===== src/rtl/pwm16_ctrl.sv =====
module pwm16_ctrl #(
  parameter int N       = 16,
  parameter int CLK_HZ  = 25_000_000,
  parameter int WAKE_US = 500
) (
  input  logic         clk,
  input  logic         rst_n,
  input  logic [7:0]   addr,
  input  logic [7:0]   wdata,
  input  logic         wr,
  input  logic         rd,
  output logic [7:0]   rdata,
  output logic [N-1:0] pwm_out,
  output logic [N-1:0] pwm_oe
);
  localparam int CW       = 12;
  localparam int IW       = $clog2(N);
  localparam int WAKE_CYC = (CLK_HZ / 1000) * WAKE_US / 1000;
  localparam int WW       = $clog2(WAKE_CYC + 2);
  localparam int A_MODE1  = 8'h00;
  localparam int A_MODE2  = 8'h01;
  localparam int A_CH0    = 8'h06;
  localparam int A_CHEND  = A_CH0 + 4 * N;
  localparam int A_BC     = 8'hFA;
  localparam int A_PS     = 8'hFE;
  localparam logic [7:0] PS_MIN = 8'd3;
  localparam logic [CW-1:0] CMAX = '1;

  logic          sleep_q, inv_q, pp_q;
  logic [7:0]    presc_q, pre_q;
  logic [CW-1:0] cnt_q;
  logic [WW-1:0] wake_q;

  logic [CW-1:0] on_v  [N];
  logic [CW-1:0] off_v [N];
  logic [CW-1:0] on_s  [N];
  logic [CW-1:0] off_s [N];
  logic          on_f  [N];
  logic          off_f [N];
  logic [N-1:0]  lvl_q, off_fv, lg;

  wire [7:0]    ch_off = addr - 8'(A_CH0);
  wire          ch_hit = (int'(addr) >= A_CH0) && (int'(addr) < A_CHEND);
  wire [IW-1:0] ch_idx = ch_off[IW+1:2];
  wire          bc_hit = (int'(addr) >= A_BC) && (int'(addr) <= A_BC + 3);
  wire [1:0]    fld    = bc_hit ? addr[1:0] + 2'd2 : ch_off[1:0];
  wire          run    = !sleep_q && wake_q == '0;
  wire          tick   = run && pre_q == presc_q;
  wire          wrap   = tick && cnt_q == CMAX;

  always_ff @(posedge clk) begin
    if (!rst_n) begin
      sleep_q <= 1'b1;
      inv_q   <= 1'b0;
      pp_q    <= 1'b1;
      presc_q <= 8'd30;
      wake_q  <= '0;
    end else begin
      if (wr && int'(addr) == A_MODE1) sleep_q <= wdata[4];
      if (wr && int'(addr) == A_MODE2) begin
        inv_q <= wdata[4];
        pp_q  <= wdata[2];
      end
      if (wr && int'(addr) == A_PS && sleep_q)
        presc_q <= (wdata < PS_MIN) ? PS_MIN : wdata;
      if (wr && int'(addr) == A_MODE1 && sleep_q && !wdata[4])
        wake_q <= WW'(WAKE_CYC);
      else if (wake_q != '0)
        wake_q <= wake_q - 1'b1;
    end
  end

  always_ff @(posedge clk) begin
    if (!rst_n || sleep_q) begin
      pre_q <= '0;
      cnt_q <= '0;
    end else if (tick) begin
      pre_q <= '0;
      cnt_q <= cnt_q + 1'b1;
    end else if (run) begin
      pre_q <= pre_q + 1'b1;
    end
  end

  for (genvar g = 0; g < N; g++) begin : g_ch
    wire sel = wr && (bc_hit || (ch_hit && ch_idx == IW'(g)));

    always_ff @(posedge clk) begin
      if (!rst_n) begin
        on_v[g]  <= '0;
        off_v[g] <= '0;
        on_f[g]  <= 1'b0;
        off_f[g] <= 1'b1;
      end else if (sel) begin
        case (fld)
          2'd0: on_v[g][7:0] <= wdata;
          2'd1: begin on_v[g][CW-1:8] <= wdata[3:0]; on_f[g] <= wdata[4]; end
          2'd2: off_v[g][7:0] <= wdata;
          default: begin off_v[g][CW-1:8] <= wdata[3:0]; off_f[g] <= wdata[4]; end
        endcase
      end
    end

    always_ff @(posedge clk) begin
      if (!rst_n) begin
        on_s[g]  <= '0;
        off_s[g] <= '0;
        lvl_q[g] <= 1'b0;
      end else if (sleep_q) begin
        on_s[g]  <= on_v[g];
        off_s[g] <= off_v[g];
        lvl_q[g] <= 1'b0;
      end else begin
        if (wrap) begin
          on_s[g]  <= on_v[g];
          off_s[g] <= off_v[g];
        end
        if (cnt_q == off_s[g])     lvl_q[g] <= 1'b0;
        else if (cnt_q == on_s[g]) lvl_q[g] <= 1'b1;
      end
    end

    assign off_fv[g] = off_f[g];
    assign lg[g]     = !sleep_q && !off_f[g] && (on_f[g] || lvl_q[g]);
  end

  assign pwm_out = lg ^ {N{inv_q}};
  assign pwm_oe  = pp_q ? '1 : ~pwm_out;

  logic [7:0] rsel;
  always_comb begin
    rsel = 8'h00;
    if (int'(addr) == A_MODE1)      rsel = {3'b0, sleep_q, 4'b0};
    else if (int'(addr) == A_MODE2) rsel = {3'b0, inv_q, 1'b0, pp_q, 2'b0};
    else if (int'(addr) == A_PS)    rsel = presc_q;
    else if (ch_hit) begin
      case (ch_off[1:0])
        2'd0: rsel = on_v[ch_idx][7:0];
        2'd1: rsel = {3'b0, on_f[ch_idx], on_v[ch_idx][CW-1:8]};
        2'd2: rsel = off_v[ch_idx][7:0];
        default: rsel = {3'b0, off_f[ch_idx], off_v[ch_idx][CW-1:8]};
      endcase
    end
  end

  always_ff @(posedge clk) begin
    if (!rst_n)  rdata <= 8'h00;
    else if (rd) rdata <= rsel;
  end
endmodule



===== config.mk =====
export PLATFORM = sky130hd
export DESIGN_NAME = pwm16_ctrl
export DESIGN_NICKNAME = d
export VERILOG_FILES = /design/src/rtl/pwm16_ctrl.sv
export SDC_FILE = /design/constraint.sdc
export NUM_CORES = 2
export LEC_CHECK = 0
export ABC_AREA = 1
export BUFFER_PORTS_ARGS = -buffer_cell sky130_fd_sc_hd__buf_2
export CAP_MARGIN = 20
export CORE_ASPECT_RATIO = 1.25
export CORE_UTILIZATION = 35
export DETAILED_ROUTE_END_ITERATION = 10
export HOLD_SLACK_MARGIN = 0.06
export REMOVE_ABC_BUFFERS = 1
export SLEW_MARGIN = 20
export SYNTH_ARGS = -nofsm -noshare
export SYNTH_HDL_FRONTEND = slang
export SYNTH_SLANG_ARGS = --single-unit

===== constraint.sdc =====
create_clock -name clk -period 13.5 [get_ports clk]
set_input_delay 2.025 -clock clk [delete_from_list [all_inputs] [get_ports clk]]
set_output_delay 2.025 -clock clk [all_outputs]
set_load 0.005 [all_outputs]

[Yosys cells after proc, flatten, opt, wreduce, memory -nomap -nowiden]
Memories as Yosys holds them, arrays and structs flattened.
Index checks and enable logic that the tools add are counted.
Word-level totals
  memories kept: 6
  word-level logic and storage cells: 786
  bits of input ports: 20
  output and inout bits: 40
  memory bits (writable): 800
  bits in registers: 69
Memories
  off_s: depth 16, width 12, read ports 16, clocked after memory_dff 0, write ports 16, line 37  | logic [CW-1:0] off_s [N];
  off_v: depth 16, width 12, read ports 17, clocked after memory_dff 0, write ports 16, line 35  | logic [CW-1:0] off_v [N];
  on_s: depth 16, width 12, read ports 16, clocked after memory_dff 0, write ports 16, line 36  | logic [CW-1:0] on_s [N];
  on_v: depth 16, width 12, read ports 17, clocked after memory_dff 0, write ports 16, line 34  | logic [CW-1:0] on_v [N];
  off_f: depth 16, width 1, read ports 17, clocked after memory_dff 0, write ports 16, line 39  | logic off_f [N];
  on_f: depth 16, width 1, read ports 17, clocked after memory_dff 0, write ports 16, line 38  | logic on_f [N];
Operators by class
  add/sub/neg operators: 5
  $lt $le $gt $ge: 5
  multiplexer cells: 374
  equality and inequality tests: 55
  bitwise logic cells: 163
  reduce and logical (&&, ||, !) cells: 153
Operators by type and width (number)
  two-way mux 12 bit: 64
  == test 12 bit: 32
  two-way mux 8 bit: 37
  two-way mux 1 bit: 236
  OR 1 bit: 160
  two-way mux 4 bit: 32
  logical AND 1 bit: 75
  OR reduction 3 bit: 17
  logical OR 1 bit: 33
  == test 4 bit, second input constant: 8
  two-way mux 14 bit: 2
  case mux 8 bit (3 select lines): 1
  logical NOT 1 bit: 19
  == test 4 x 3 -> 1 bit, second input constant: 4
  == test 8 x 2 -> 1 bit, second input constant: 2
  two-way mux 16 bit: 1
  inverter 16 bit: 1
  bitwise XOR 16 bit: 1
  logical NOT 14 bit: 1
  nonzero test 14 bit: 1
  subtractor 14 x 1 -> 14 bit, second input constant: 1
  adder 12 x 1 -> 12 bit, second input constant: 1
  == test 12 bit, second input constant: 1
  adder 8 x 1 -> 8 bit, second input constant: 1
  other kinds (19): 24

[Depth between registers and ports, before layout]
  depth in word-level cells: 10
  depth in mapped cells: 18
  gate-level depth less buffers: 16

[Worst setup path after synthesis]
No wires, ideal clock.
  kind: input to register
  from: in rst_n
  to: mem off_s[0][0], enable pin
  cell stages on the path: 5
  data arrival time: 8.785 ns
  slack: 2.072 ns
  buffers on the path: 2
  library setup time: 2.643 ns
  cells stage by stage: clkbuf_1 clkinv_1 nor2_1 clkbuf_1 nand2_1
RTL lines
  from (decl): line 7  | input logic rst_n,
  to (decl): line 37

==> metrics.md <==
| Metric | Value |
|---|---|
| Flop-to-flop setup slack | `~8 ns` |
| EDFF count, synth | `799` |
| Period utilization | `a little under half` |
| Nets@finish | `approximately 4400` |
| FFs w/ async S/R, synth | `0%` |
| Gate power share | `12.5%` |
| RSZ-0062 raised after global routing | `no` |
| Crit path launch type | `input port` |
| CP Data Arrival Time | `between 6 and 7 ns` |
| Final setup fails | `0` |
| Max-cap violations | `0` |
| Synth top area share | `a little over half` |
| CTS tree | `built` |
| Hold depth | `2` |
| Leakage power total | `approximately 20 nW` |
| Seq pwr share | `between 40% and 50%` |
| # rows | `147` |
| Die W | `323 um` |
| Initial Util | `about a third` |
| Count of warnings emitted by yosys | `0` |
| Largest net degree at the start of global routing | `~160` |
| Vias in the first global route | `around 29000` |
| Vias post-DR | `between 30000 and 40000` |
| Bufs and invs on worst path | `4` |
| Iter 0 DRT Violations | `between 2000 and 3000` |
| Hold_buf cts | `0` |
| Synth cell count leaders | `edfxtp_1, nand2_1, nor2_1` |
| Top delay family on crit path | `buffers and inverters` |
| Die Y | `between 400 and 500 um` |
| FMAX | `between 0.15 and 0.2 GHz` |
| P_int | `about 4.7 mW` |
| Total gr overflow | `0` |
| Crit end category | `register` |
| Avg Cell Area, Syn | `slightly above 10 um2` |
| Synth Register Bits | `around 870` |
| Worst hold slack | `0.447 ns` |
| Reg2Reg Depth | `7` |
| HP Class | `reg -> reg` |
| Die Area | `131000 um2` |
| Root buf cell | `clkbuf_16` |
| Initial antenna violation count | `1` |
| Sequential share of the synthesized area | `56.2%` |
| Placed insts | `about 6000` |
| Filler cell count in the final layout | `roughly 12000` |
| Critical-path cell list | `buf_4 > clkinv_1 > nor4_1 > nand3_2 > nand2_4 > buf_4 > buf_4` |
| Core area | `128000 um2` |
| Sw Share | `about a quarter` |
| H-tree depth | `3` |
| Synth Cell Area | `approximately 45000 um2` |
| Worst vdd ir | `between 70 and 80 uV` |
| Hold_sp | `lvl_q[11]` |
| Clk_skew | `between 0.03 and 0.04 ns` |
| Synth area leaders | `edfxtp_1, nor2_4, nand2_1` |
| RePlAce Congestion | `roughly 0.92` |
| # IOs | `60` |
| Compound-cell area share of the yosys netlist | `around 4.8%` |
| Worst stage delay on the critical path | `between 0.8 and 0.9 ns` |
| Synth area leader | `edfxtp_1` |
| Critical path's slowest cell | `buf_4` |
| DR vias/cell | `about 5.0` |
| Post-DP HPWL | `89200 um` |
| Hold EP | `lvl_q[11]` |
| Detail Route Antenna Nets | `0` |
| Top cell by count, worst path | `buf_4` |
| First-pass detailed-route iteration total | `6` |
| WP data required | `13.79 ns` |
| Mux contribution to synthesized area | `0%` |
| Drt wl/cell | `22.1 um` |
| GRT Total Usage | `20.7%` |
| Reg-to-reg startpoint | `cnt_q[6]` |
| Most frequent cell after synthesis | `edfxtp_1` |
| # diodes | `0` |
| Num CTS Buffers | `84` |
| Reg clk slew, reported paths | `0.07 ns` |
| Status | `completed` |
| Synthesized-area fraction occupied by and/or/nand/nor cells | `between 20% and 30%` |
| Max-slew violations | `0` |
| Pwr Density | `130 nW/um2` |
| First-pass GRT wire length | `195000 um` |
| Min Tclk post-route | `~6.3 ns` |
| Post-synthesis xor/xnor area fraction | `7.85%` |
| Clock sink count | `around 870` |
| Adder-Cell Fraction of Synth Area | `0.166%` |
| Routed wire length | `around 140000 um` |
| Largest family of logic cells by synthesized area | `simple AND/OR/NAND/NOR gates` |
| Synth cell types | `52` |
| Worst-path fanout max | `between 70 and 80` |
| Layout cells sized above 1 | `roughly 15%` |
| Synth Flop Type | `edfxtp_1` |
| Clock power share | `a little under two fifths` |
| Final core occ | `between 30% and 40%` |
| CTS resizes | `0` |
| Area grow syn2layout | `9.41%` |
| Final cell count without fillers | `6130` |
| Max-slew headroom | `21.0%` |
| Worst-Margin Slew | `roughly 1.2 ns` |
| Synth Instances | `about 4400` |
| CP Class | `in -> reg` |
| Clock Latency Late Sink | `a little under 0.7 ns` |
| Setup TNS Final | `0 ns` |
| Clk buf depth | `3` |
| Port-buffer cells | `59` |
| Drt drc | `0` |
| Total power | `approximately 6.4 mW` |
| Reg2reg end | `on_s[1][0]` |
| Postcts setup bufs | `0` |
| Final hold vios | `0` |
| Net Switching | `between 1.5 and 2 mW` |
per-stage QoR:
| stage | instance area, um2 | worst slack [ns] |
|---|---|---|
| 2_1_floorplan | 43600 | 0.865 |
| 3_3_place_gp | 46700 | 6.61 |
| 3_5_place_dp | 46700 | 6.58 |
| 4_1_cts | 49500 | 7.30 |
| 5_1_grt | 49500 | 7.02 |
| 6_report | 49500 | 7.19 |
power by group through the flow:
stage,clock (mW),combinational [mW],sequential (mW)
floorplan,0,0.637,3.20
global placement,0,0.785,3.21
detailed placement,0,0.793,3.22
CTS,2.48,0.796,3.16
global route,2.58,0.867,3.18
finish,2.46,0.801,3.16
flip-flops by register name (all words and copies together), names as in the netlist, 12 cells and up:
| name | count |
|---|---|
| on_v | 192 |
| on_s | 192 |
| off_f | 16 |
| lvl_q | 16 |
| off_s | 192 |
| wake_q | 14 |
| cnt_q | 12 |
| on_f | 16 |
| off_v | 192 |
worst max path at each step:
| stage | start | end | slack, ns | depth (start not counted) |
|---|---|---|---|---|
| global route | rst_n | on_s[0][4] | 7.02 | 7 |
| global placement | rst_n | on_s[1][1] | 6.61 | 7 |
| floorplan | rst_n | off_s[0][0] | 0.86 | 6 |
| finish | rst_n | on_s[1][0] | 7.19 | 7 |
| detailed placement | rst_n | on_s[1][1] | 6.58 | 7 |
| CTS | rst_n | on_s[1][0] | 7.30 | 7 |
final cells by class:
class | count | area, um2 | share of cell area [%]
Clock buffer | 111 | 2270 | 4.58
Sequential cell | 869 | 25400 | 51.4
Clock inverter | 41 | 522 | 1.05
Timing Repair Buffer | 125 | 838 | 1.69
Inverter | 480 | 1810 | 3.67
Tap cell | 1713 | 2140 | 4.33
Multi-Input combinational cell | 2791 | 16500 | 33.3
cells in the final DEF, fill, tap and decap left out, drive strengths merged, types with 31 or more instances in the layout:
| cell type | count |
|---|---|
| a21oi | 71 |
| buf | 124 |
| clkbuf | 112 |
| clkinv | 31 |
| dfxtp | 70 |
| edfxtp | 799 |
| inv | 476 |
| nand2 | 757 |
| nand3 | 84 |
| nand4 | 107 |
| nor2 | 905 |
| nor4 | 69 |
| o21ai | 291 |
| xnor2 | 131 |
| xor2 | 274 |
cell families (layout without fill, tap and decap cells):
logic type,after synthesis,after routing
simple gates,1979,1979
flops,869,869
buf+inv,733,757
xor+xnor,405,405
compound gates,401,401
fa+ha+maj,6,6
layer usage:
layer  track usage, %  vias up  wire (um)
met5                0        -         13
met4             10.7        2       7270
met3             2.90      304       8660
met2             37.3     1160      70100
met1             23.6    14844      49600
li1                 -    14216          -
tightest hold or removal path, delay by kind of cell (launching register included):
family	cells	cell delay, ns
buffers and inverters	1	0.04
flip-flops	1	0.31
AO/OA/AOI/OAI	1	0.05
Power figures use the tool's default switching activity.
